## src/rtl/wcmp_pkg.sv

```systemverilog
// Shared sizing constants for the window comparator unit.
// Assumes: a single result lane and at most eight channels.
package wcmp_pkg;
    parameter int WCMP_DATA_W = 10;
    parameter int WCMP_NUM_CH = 6;
endpackage

```

## src/rtl/wcmp_window.sv

```systemverilog
// Window test: reports whether data satisfies the selected window mode.
// Assumes: lower <= upper (kept by software); purely combinational.
module wcmp_window #(
    parameter int DW = 10
) (
    input  logic [DW-1:0] data,
    input  logic [DW-1:0] lower,
    input  logic [DW-1:0] upper,
    input  logic          inside_mode,
    output logic          hit
);
    logic in_win;

    // Inclusive range test, then mode picks inside or outside sense.
    always_comb begin
        in_win = (data >= lower) && (data <= upper);
        hit    = inside_mode ? in_win : !in_win;
    end
endmodule

```

## src/rtl/wcmp_target_gate.sv

```systemverilog
// Target gate: decides if the current result comes from a marked channel.
// Assumes: indices at or above NCH never match any mask bit.
module wcmp_target_gate #(
    parameter int NCH = 6,
    parameter int CW  = 3
) (
    input  logic           valid,
    input  logic [CW-1:0]  chan,
    input  logic [NCH-1:0] target,
    output logic           qualify
);
    logic [NCH-1:0] match;

    for (genvar i = 0; i < NCH; i++) begin : g_ch
        // One decoder slot per channel.
        always_comb match[i] = valid && (chan == CW'(i)) && target[i];
    end

    // Any matching slot qualifies the result.
    always_comb qualify = |match;
endmodule

```

## src/rtl/wcmp_flag.sv

```systemverilog
// Sticky status bit with write-1 clear; a set in the clear cycle wins.
// Assumes: synchronous active-low reset.
module wcmp_flag (
    input  logic clk,
    input  logic rst_n,
    input  logic set,
    input  logic clr,
    output logic flag
);
    // Hold, clear or set the status bit.
    always_ff @(posedge clk) begin
        if (!rst_n) flag <= 1'b0;
        else        flag <= set | (flag & ~clr);
    end
endmodule

```

## src/rtl/adc_window_irq.sv

```systemverilog
// Window comparator interrupt unit: per-result window check on marked
// channels, sticky comparator and scan flags, one merged interrupt pulse.
// Assumes: scan_done is a one-cycle strobe; lower <= upper.
module adc_window_irq #(
    parameter int NUM_CH = wcmp_pkg::WCMP_NUM_CH,
    parameter int DATA_W = wcmp_pkg::WCMP_DATA_W,
    localparam int CH_W  = (NUM_CH > 1) ? $clog2(NUM_CH) : 1
) (
    input  logic              clk,
    input  logic              rst_n,
    input  logic              res_valid,
    input  logic [CH_W-1:0]   res_chan,
    input  logic [DATA_W-1:0] res_data,
    input  logic              scan_done,
    input  logic [DATA_W-1:0] cfg_lower,
    input  logic [DATA_W-1:0] cfg_upper,
    input  logic [NUM_CH-1:0] cfg_target,
    input  logic              cfg_inside,
    input  logic              cmp_ien,
    input  logic              scan_ien,
    input  logic              cmp_clr,
    input  logic              scan_clr,
    output logic              cmp_flag,
    output logic              scan_flag,
    output logic              irq_pulse
);
    logic qualify;
    logic win_hit;
    logic cmp_event;
    logic irq_next;

    wcmp_target_gate #(.NCH(NUM_CH), .CW(CH_W)) u_gate (
        .valid   (res_valid),
        .chan    (res_chan),
        .target  (cfg_target),
        .qualify (qualify)
    );

    wcmp_window #(.DW(DATA_W)) u_win (
        .data        (res_data),
        .lower       (cfg_lower),
        .upper       (cfg_upper),
        .inside_mode (cfg_inside),
        .hit         (win_hit)
    );

    // A comparator event needs a qualified result that meets the window mode.
    always_comb cmp_event = qualify && win_hit;

    wcmp_flag u_cmp_flag (
        .clk (clk), .rst_n (rst_n),
        .set (cmp_event), .clr (cmp_clr), .flag (cmp_flag)
    );

    wcmp_flag u_scan_flag (
        .clk (clk), .rst_n (rst_n),
        .set (scan_done), .clr (scan_clr), .flag (scan_flag)
    );

    // Merge the enabled event sources into one request.
    always_comb irq_next = (cmp_event && cmp_ien) || (scan_done && scan_ien);

    // Register the request so the pulse lasts exactly one cycle per event cycle.
    always_ff @(posedge clk) begin
        if (!rst_n) irq_pulse <= 1'b0;
        else        irq_pulse <= irq_next;
    end
endmodule

```

## config.mk

```make
export PLATFORM = sky130hd
export DESIGN_NAME = adc_window_irq
export DESIGN_NICKNAME = d
export VERILOG_FILES = /design/src/rtl/wcmp_pkg.sv /design/src/rtl/wcmp_window.sv /design/src/rtl/wcmp_target_gate.sv /design/src/rtl/wcmp_flag.sv /design/src/rtl/adc_window_irq.sv
export SDC_FILE = /design/constraint.sdc
export NUM_CORES = 1
export LEC_CHECK = 0
export ABC_AREA = 1
export BUFFER_PORTS_ARGS = -buffer_cell sky130_fd_sc_hd__buf_4
export CORE_MARGIN = 2
export CORE_UTILIZATION = 39
export CTS_BUF_LIST = sky130_fd_sc_hd__clkbuf_4 sky130_fd_sc_hd__clkbuf_8
export CTS_CLUSTER_SIZE = 14
export DETAILED_ROUTE_END_ITERATION = 10
export PLACE_DENSITY_LB_ADDON = 0.2
export SETUP_SLACK_MARGIN = 0.02
export SLEW_MARGIN = 25
export SYNTH_ARGS = -nofsm -noshare
export SYNTH_HDL_FRONTEND = slang
export SYNTH_SLANG_ARGS = --single-unit
```

## constraint.sdc

```tcl
create_clock -name clk -period 1.9 [get_ports clk]
set_input_delay 0.38 -clock clk [delete_from_list [all_inputs] [get_ports clk]]
set_output_delay 0.38 -clock clk [all_outputs]
set_load 0.02 [all_outputs]
```

==> results of run 1 <==
==> through the flow <==
step	worst slack, ns	util	area, sq um	hold WS (ns)	total power [uW]
after detailed placement	0.2537	0.6191	1190	0.4638	293.7
final	0.4705	0.6348	1220	0.3696	413.5
after global placement	0.2638	0.6191	1190	0.4548	286.0
after floorplan	0.4504	-	780.7	0.4974	187.0
after CTS	0.4760	0.6348	1220	0.3627	421.6
after global routing	0.2806	0.6348	1220	0.4109	456.6
==> per-layer routing <==
layer | GRT usage | wire (microns)
met1 | 0.1830 | 744
met2 | 0.2968 | 861
met3 | 0.03395 | 127
met4 | 0.03810 | 13
met5 | 0 | 0
==> critical path: cells and delay by family <==
family,cells,cell delay (ns)
buffers and inverters,1,0.12
AND/OR/NAND/NOR,6,0.50
AO/OA/AOI/OAI,2,0.30
adder cells (fa/ha/maj),1,0.29
==> registers in the layout, indices dropped and copies added, names as in the netlist <==
register,count
u_cmp_flag.flag,1
u_scan_flag.flag,1
irq_pulse,1
==> cells by family (layout without fill, tap and decap cells) <==
family / Yosys count / in the layout
DFF: 3 / 3
AOI/OAI and AO/OA: 13 / 13
and+or+nand+nor: 55 / 55
buffers and inverters: 36 / 90
adders and majority gates: 20 / 20
==> cell usage after synthesis (all sizes together) <==
library cell  count
inv              36
nand2            33
ha               20
nor2             11
a21oi             7
nand3             6
dfxtp             3
nand4             3
o21ai             2
a21boi            1
a21o              1
nor3              1
o211ai            1
o21bai            1
or2               1
==> power breakdown <==
part | switching, uW | internal, uW | total (uW)
combinational | 99.7 | 122 | 222
sequential | 1.44 | 67.0 | 68.4
clock | 30.4 | 92.8 | 123
==> final cells by class <==
class,count,area [sq um]
clock buffer,4,30.03
fill,198,701.9
inverter,36,135.1
multi-input combinational,88,585.6
sequential,3,60.06
tap,27,33.78
timing repair buffer,50,375.4
==> worst paths after layout <==
kind	slack [ns]	start	cells after the start	endpoint
hold / removal	0.37	scan_done	3	u_scan_flag.flag
setup reg to reg	1.31	u_scan_flag.flag	2	u_scan_flag.flag
setup / recovery	0.47	res_data[9]	10	irq_pulse
hold reg to reg	0.46	u_cmp_flag.flag	2	u_cmp_flag.flag
==> flow_metrics.py, run 1 <==
metrics = {
    "outcome": {
        "status": "complete, no violations",
    },
    "routing": {
        "routed_via_density": 4.389,
        "postRouteAntennaNets": 0,
        "drt_iter0_markers": 4,
        "drcViolationCount": 0,
        "dr.pass1.iters": 5,
        "vias": 913,
        "drt-wirelength-per-cell_microns": 8.394,
        "drt_wl_total_microns": 1746,
    },
    "placed_design": {
        "dp_cells": 204,
        "place.gp.congestion": 0.7354,
        "dp_hpwl_microns": 1624,
        "port-buffer-count": 50,
    },
    "clock_network": {
        "clkTransAtPathRegs_ns": 0.04,
        "post_cts_resized": 0,
        "ctsRootBufferMaster": "clkbuf_4",
        "clockBufferDepth": 2,
        "clock_latency_ns": 0.22,
        "hold_buffers": 0,
        "cts_buffers": 3,
        "htree_levels": 1,
        "cts.sinks": 3,
        "cts_tree": "built",
        "postCtsSetupBuffers": 0,
    },
    "finish": {
        "drive_gt1_frac": 0.3536,
        "area_growth_pct": 56.25,
        "fin_cells": 208,
        "diodes": 0,
        "layout.nets": 250,
        "layout_commonest_cell": "buf_4",
        "mostFrequentLayoutCells": "50 x buf_4, 36 x inv_1, 30 x nand2_1",
    },
    "critical_path": {
        "crit_chain": "buf_4, ha_1, a21o_1, nor2_1, nand3_1, nand2_2, nand2_1, nand2_1, nand4_1, a21oi_1",
        "crit_fanout": 2,
        "crit_type": "input pin to flop",
        "cp_data_required_time_ns": 2.06,
        "critPathLaunchType": "input pin",
        "critPathMaxStageDelay_ns": 0.29,
        "endpoint_kind": "flop",
        "crit_arrival_ns": 1.59,
        "crit_path_frequent_cell": "nand2_1",
        "slowest_stage": "ha_1",
    },
    "logic_synthesis": {
        "synth_compound_area_frac": 0.1010,
        "ys_seq_area_frac": 0.07692,
        "synth.area.top_cells": "ha_1 32%, inv_1 17%, nand2_1 14%, dfxtp_1 7.7%, a21oi_1 4.5%",
        "syn_area_sq_um": 780.7,
        "synth_mux_area_frac": 0,
        "ys_types": 20,
        "syn_area_per_cell_sq_um": 6.148,
        "synth_fp_nets": 195,
        "ys_warn_count": 0,
        "synth_top_cell_area_share": 0.3205,
        "synthXorXnorAreaFrac": 0,
        "synth_fa_ha_area_frac": 0.3205,
        "synth_top_family_by_area": "simple AND/OR/NAND/NOR gates",
        "synthSimpleGateAreaFrac": 0.3285,
        "synth_top_area_cell": "ha_1",
        "ys_ff_latch": 3,
        "syn-instance-count": 127,
    },
    "timing": {
        "rsz0062_at_grt": "false",
        "slew_violations": 0,
        "max_clock_freq_mhz": 699.5,
        "setup_viol": 0,
        "period_share": 0.7524,
        "tns_ns": 0,
        "max-slew-margin-rel": 0.8637,
        "hold_violations": 0,
        "period_needed_ns": 1.430,
        "clock_skew_ns": 0,
        "worstMarginPinSlew_ns": 0.2024,
    },
    "global_routing": {
        "grt_pass1_wl_microns": 3194,
        "groute.usage.overall": 0.1593,
        "antenna_found_initial": 0,
        "grt_pass1_vias": 882,
        "grt_overflow": 0,
        "grt_max_degree": 5,
    },
    "floorplan": {
        "initial_core_util": 0.4063,
        "die_y_microns": 48.74,
        "design.core.area_sq_um": 1922,
        "fp.dieW_microns": 48.74,
        "ioPinCount": 51,
        "dieArea_sq_um": 2376,
        "std_cell_rows": 16,
    },
    "power": {
        "powerDensity_nw_per_um2": 338.9,
        "cellLeakagePower_uw": 0.0007654,
        "peakVddDrop_mv": 0.2846,
    },
    "worst_hold_path": {
        "min_path_type": "input pin to flop",
    },
    "run": {
        "maxCapViolations": 0,
    },
}
Power figures use the tool's default switching activity.
==> inputs of run 2 (changes only) <==
Clock period 1.9 ns to 1.4 ns, I/O delays scaled along.
==> run 2 against run 1 <==
Sequential share of layout area is 0.83 points lower. Sequential power is 36% higher. Combinational power rose by 89%. Hold slack worse by 0.11 ns. Clock power increased by 45%. Sequential cell count unchanged. Critical path depth grew 3. Die area unchanged. First-iteration DRC count rose by 100%. Non-clock buffer count increased by 1. Critical endpoint unchanged.
==> flow_metrics.py, run 2 (synthesized netlist as in run 1, its figures left out) <==
metrics = {
    "floorplan": {
        "dieArea_sq_um": 2376,
        "initial_core_util": 0.4063,
        "design.core.area_sq_um": 1922,
        "ioPinCount": 51,
        "die_y_microns": 48.74,
        "std_cell_rows": 16,
        "fp.dieW_microns": 48.74,
    },
    "finish": {
        "stdcell_area_sq_um": 1466,
        "layout_commonest_cell": "buf_4",
        "layout.nets": 251,
        "mostFrequentLayoutCells": "49 x buf_4, 29 x inv_1, 22 x nand2_1",
        "largestRegisters": "irq_pulse: 1 flops, u_cmp_flag.flag: 1 flops, u_scan_flag.flag: 1 flops",
        "diodes": 0,
        "area_growth_pct": 87.82,
        "drive_gt1_frac": 0.5549,
    },
    "timing": {
        "hold-worst-slack_ns": 0.2596,
        "max_clock_freq_mhz": 762.0,
        "tns_ns": 0,
        "slew_violations": 0,
        "max-slew-margin-rel": 0.8548,
        "worst_slack_ns": 0.08765,
        "period_needed_ns": 1.312,
        "hold_violations": 0,
        "setup_viol": 0,
        "worstMarginPinSlew_ns": 0.2168,
        "period_share": 0.9374,
        "clock_skew_ns": 0,
    },
    "global_routing": {
        "top_usage_layer": "met2",
        "grt_use_met3": 0.03086,
        "use_met1": 0.1996,
        "antenna_found_initial": 0,
        "grt_util_met2": 0.3379,
        "grt_pass1_wl_microns": 3512,
        "grt_max_degree": 5,
        "groute.usage.overall": 0.1786,
        "grt_pass1_vias": 947,
        "grt_overflow": 0,
    },
    "clock_network": {
        "cts.sinks": 3,
        "postCtsSetupBuffers": 0,
        "htree_levels": 1,
        "clkTransAtPathRegs_ns": 0.04,
        "cts_tree": "built",
        "cts_buffers": 3,
        "clock_latency_ns": 0.23,
        "clockBufferDepth": 2,
        "ctsRootBufferMaster": "clkbuf_4",
    },
    "power": {
        "cellLeakagePower_uw": 0.0007839,
        "total_power_uw": 690.0,
        "powerDensity_nw_per_um2": 470.6,
        "peakVddDrop_mv": 0.2947,
    },
    "placed_design": {
        "dp_hpwl_microns": 1670,
        "place_area_sq_um": 1197,
        "dpl_worst_slack_ns": -0.1684,
        "place.gp.congestion": 0.7425,
        "port-buffer-count": 50,
    },
    "critical_path": {
        "critPathLaunchType": "input pin",
        "crit_arrival_ns": 1.44,
        "cp_data_required_time_ns": 1.53,
        "endpoint_kind": "flop",
        "crit_type": "input pin to flop",
        "crit_fanout": 3,
    },
    "routing": {
        "drt-wirelength-per-cell_microns": 11.14,
        "routed_via_density": 4.713,
        "dr.pass1.iters": 4,
        "drt_wl_total_microns": 2328,
        "postRouteAntennaNets": 0,
        "drt_iter0_markers": 8,
        "vias": 985,
        "drcViolationCount": 0,
    },
    "run": {
        "maxCapViolations": 0,
    },
    "worst_hold_path": {
        "min_path_type": "input pin to flop",
    },
    "outcome": {
        "status": "complete, no violations",
    },
}
run 2: cell count changes in the layout (fill, tap and decap cells not counted), sizes merged:
cell and delta:
buf +1
run 2: path summary, 6_finish.rpt:
| kind | startpoint | end | slack [ns] | depth (start not counted) |
|---|---|---|---|---|
| max | cfg_lower[5] | irq_pulse | 0.09 | 13 |
| min | scan_done | u_scan_flag.flag | 0.26 | 3 |
| max reg2reg | u_scan_flag.flag | u_scan_flag.flag | 0.81 | 2 |
| min reg2reg | u_cmp_flag.flag | u_cmp_flag.flag | 0.47 | 2 |
run 2: per-layer routing:
layer / routed length, microns / vias to the layer above
met3: 120 / 6
met2: 1240 / 36
met5: 0 / -
met1: 923 / 441
met4: 44 / 0
li1: - / 502
run 2: area by class of cell:
cell class / count / area [sq um]
multi-input combinational: 88 / 812.0
fill: 146 / 455.4
timing repair buffer: 51 / 390.4
inverter: 36 / 140.1
sequential: 3 / 60.06
tap: 27 / 33.78
clock buffer: 4 / 30.03
run 2: stage by stage:
stage	util	std cells
after floorplan	-	127
after global placement	0.6230	205
after detailed placement	0.6230	205
after CTS	0.6387	209
after global routing	0.7630	209
final	0.7630	209
run 2: power by group:
group | total [uW] | switching, uW | internal, uW
clock | 178 | 51.4 | 127
combinational | 419 | 198 | 221
sequential | 92.9 | 2.10 | 90.8
run 2: repair_timing:
action,CTS,global route
endpoints found under the setup margin,0,2
hold buffers,0,0
gates resized for setup,0,45
run 2: worst max-delay path, stage by stage:
cell and delay, ns:
buf_4 0.11, inv_1 0.08, ha_4 0.21, nand2_4 0.08
inv_1 0.04, nand2_1 0.05, nand2_1 0.04, nand2_1 0.09
nand4_2 0.14, nand2_1 0.09, nand2_1 0.07, nand4_1 0.11
a21oi_2 0.06
==> inputs of run 3 (changes only) <==
Settings changed: CORE_UTILIZATION 39 to 43.
==> run 3 against run 2 <==
Core utilization is 3.1 points higher. Sequential power about the same. Sequential cell count did not move. Largest power group unchanged. Global-route usage rose by 1.1 points. Setup slack got worse by 0.016 ns. Sequential share of layout area rose by 0.33 points. Register-to-register slack about the same. Highest routed layer unchanged.
==> flow_metrics.py, run 3 (synthesized netlist as in run 1, its figures left out) <==
metrics = {
    "floorplan": {
        "std_cell_rows": 15,
        "dieArea_sq_um": 2172,
        "die_y_microns": 46.61,
        "design.core.area_sq_um": 1708,
        "ioPinCount": 51,
        "initial_core_util": 0.4571,
        "fp.dieW_microns": 46.61,
    },
    "critical_path": {
        "crit_path_start": "res_data[4]",
        "reg2reg_depth": 2,
        "crit_fanout": 3,
        "crit_type": "input pin to flop",
        "endpoint_kind": "flop",
        "cp_data_required_time_ns": 1.53,
        "crit_arrival_ns": 1.46,
        "reg2reg_from": "u_scan_flag.flag",
        "critPathLaunchType": "input pin",
    },
    "placed_design": {
        "place.gp.congestion": 0.7323,
        "dp_hpwl_microns": 1688,
        "port-buffer-count": 50,
    },
    "clock_network": {
        "ctsRootBufferMaster": "clkbuf_4",
        "cts_buffers": 3,
        "hold_buffers": 0,
        "clock_latency_ns": 0.24,
        "postCtsSetupBuffers": 0,
        "clockBufferDepth": 2,
        "htree_levels": 1,
        "clkTransAtPathRegs_ns": 0.04,
        "cts.sinks": 3,
        "cts_tree": "built",
    },
    "routing": {
        "drcViolationCount": 0,
        "dr.pass1.iters": 4,
        "drt_wl_total_microns": 2194,
        "drt-wirelength-per-cell_microns": 10.60,
        "postRouteAntennaNets": 0,
        "routed_via_density": 4.739,
        "vias": 981,
        "drt_iter0_markers": 13,
    },
    "power": {
        "p_comb_frac": 0.571,
        "clkPwrFrac": 0.285,
        "peakVddDrop_mv": 0.3244,
        "power_frac_seq": 0.145,
        "internal-power_uw": 415.6,
        "switching_power_uw": 225.5,
        "cellLeakagePower_uw": 0.0007737,
        "powerDensity_nw_per_um2": 472.7,
        "swShare": 0.3517,
    },
    "finish": {
        "mostFrequentLayoutCells": "51 x buf_4, 33 x inv_1, 27 x nand2_1",
        "diodes": 0,
        "layout.nets": 251,
        "drive_gt1_frac": 0.4560,
        "utilization": 0.7941,
        "regArea_sq_um": 60.06,
        "multi_input_area_sq_um": 716.9,
        "layout_commonest_cell": "buf_4",
        "fillCellCount": 126,
        "area_growth_pct": 73.72,
        "largestRegisters": "irq_pulse: 1 flops, u_cmp_flag.flag: 1 flops, u_scan_flag.flag: 1 flops",
    },
    "global_routing": {
        "grt_pass1_wl_microns": 3070,
        "grt_max_degree": 5,
        "grt_overflow": 0,
        "groute.usage.overall": 0.1900,
        "grt_pass1_vias": 866,
        "antenna_found_initial": 0,
    },
    "outcome": {
        "status": "complete, no violations",
    },
    "worst_hold_path": {
        "min_path_type": "input pin to flop",
        "min_from": "scan_done",
        "min_path_cells": 3,
    },
    "timing": {
        "period_share": 0.9486,
        "max-slew-margin-rel": 0.8584,
        "setup_viol": 0,
        "hold_violations": 0,
        "max_clock_freq_mhz": 753.0,
        "worstMarginPinSlew_ns": 0.2102,
        "period_needed_ns": 1.328,
        "slew_violations": 0,
        "hold-worst-slack_ns": 0.2608,
        "tns_ns": 0,
        "clock_skew_ns": 0,
    },
    "run": {
        "maxCapViolations": 0,
    },
}
==> run 3: cell counts in the layout (fill, tap and decap cells not counted) <==
Identical to the previous run, type by type.
==> run 3: power by group through the flow <==
stage          clock network, uW  registers, uW  logic (uW)
2_1_floorplan                  0            100         154
3_3_place_gp                   0           94.1         297
3_5_place_dp                   0           94.2         309
4_1_cts                      189           92.9         311
5_1_grt                      188           93.4         413
6_report                     182           92.8         366
==> run 3: worst paths after layout <==
| check | to | slack [ns] |
|---|---|---|
| min reg2reg | u_cmp_flag.flag | 0.47 |
| max reg2reg | u_scan_flag.flag | 0.80 |
| min | u_scan_flag.flag | 0.26 |
| max | u_cmp_flag.flag | 0.07 |
==> run 3: layout make-up <==
| type | instances | share of cell area |
|---|---|---|
| clock buffer | 4 | 0.02214 |
| tap | 25 | 0.02306 |
| sequential | 3 | 0.04428 |
| multi-input combinational | 88 | 0.5286 |
| inverter | 36 | 0.09963 |
| timing repair buffer | 51 | 0.2823 |
==> run 3: through the flow <==
stage	cell area (sq um)	power [uW]	setup slack [ns]	cells
2_1_floorplan	780.7	253.8	0.05041	127
3_3_place_gp	1195	391.6	-0.1324	203
3_5_place_dp	1195	403.2	-0.1789	203
4_1_cts	1225	592.2	0.07274	207
5_1_grt	1356	693.6	-0.006867	207
6_report	1356	641.1	0.07197	207
==> run 3: timing repair <==
action	4_1_cts	5_1_grt
endpoints found under the hold margin	0	0
resized for setup	0	18
endpoints found under the setup margin	0	2
==> run 3: layer usage <==
layer	track usage	part of all wire	vias up
li1	-	-	503
met1	0.2055	0.40	428
met2	0.3833	0.53	41
met3	0.01569	0.053	9
met4	0.05000	0.020	0
met5	0	0	-
==> run 3: worst max-delay path, cell delays in order <==
cell	delay, ns
buf_4	0.13
ha_1	0.31
nand2_2	0.09
inv_1	0.04
nand2_1	0.05
nand2_1	0.05
nand2_1	0.08
nand4_2	0.14
nand2_1	0.09
nand2_1	0.07
nand3_1	0.07
a21oi_1	0.06
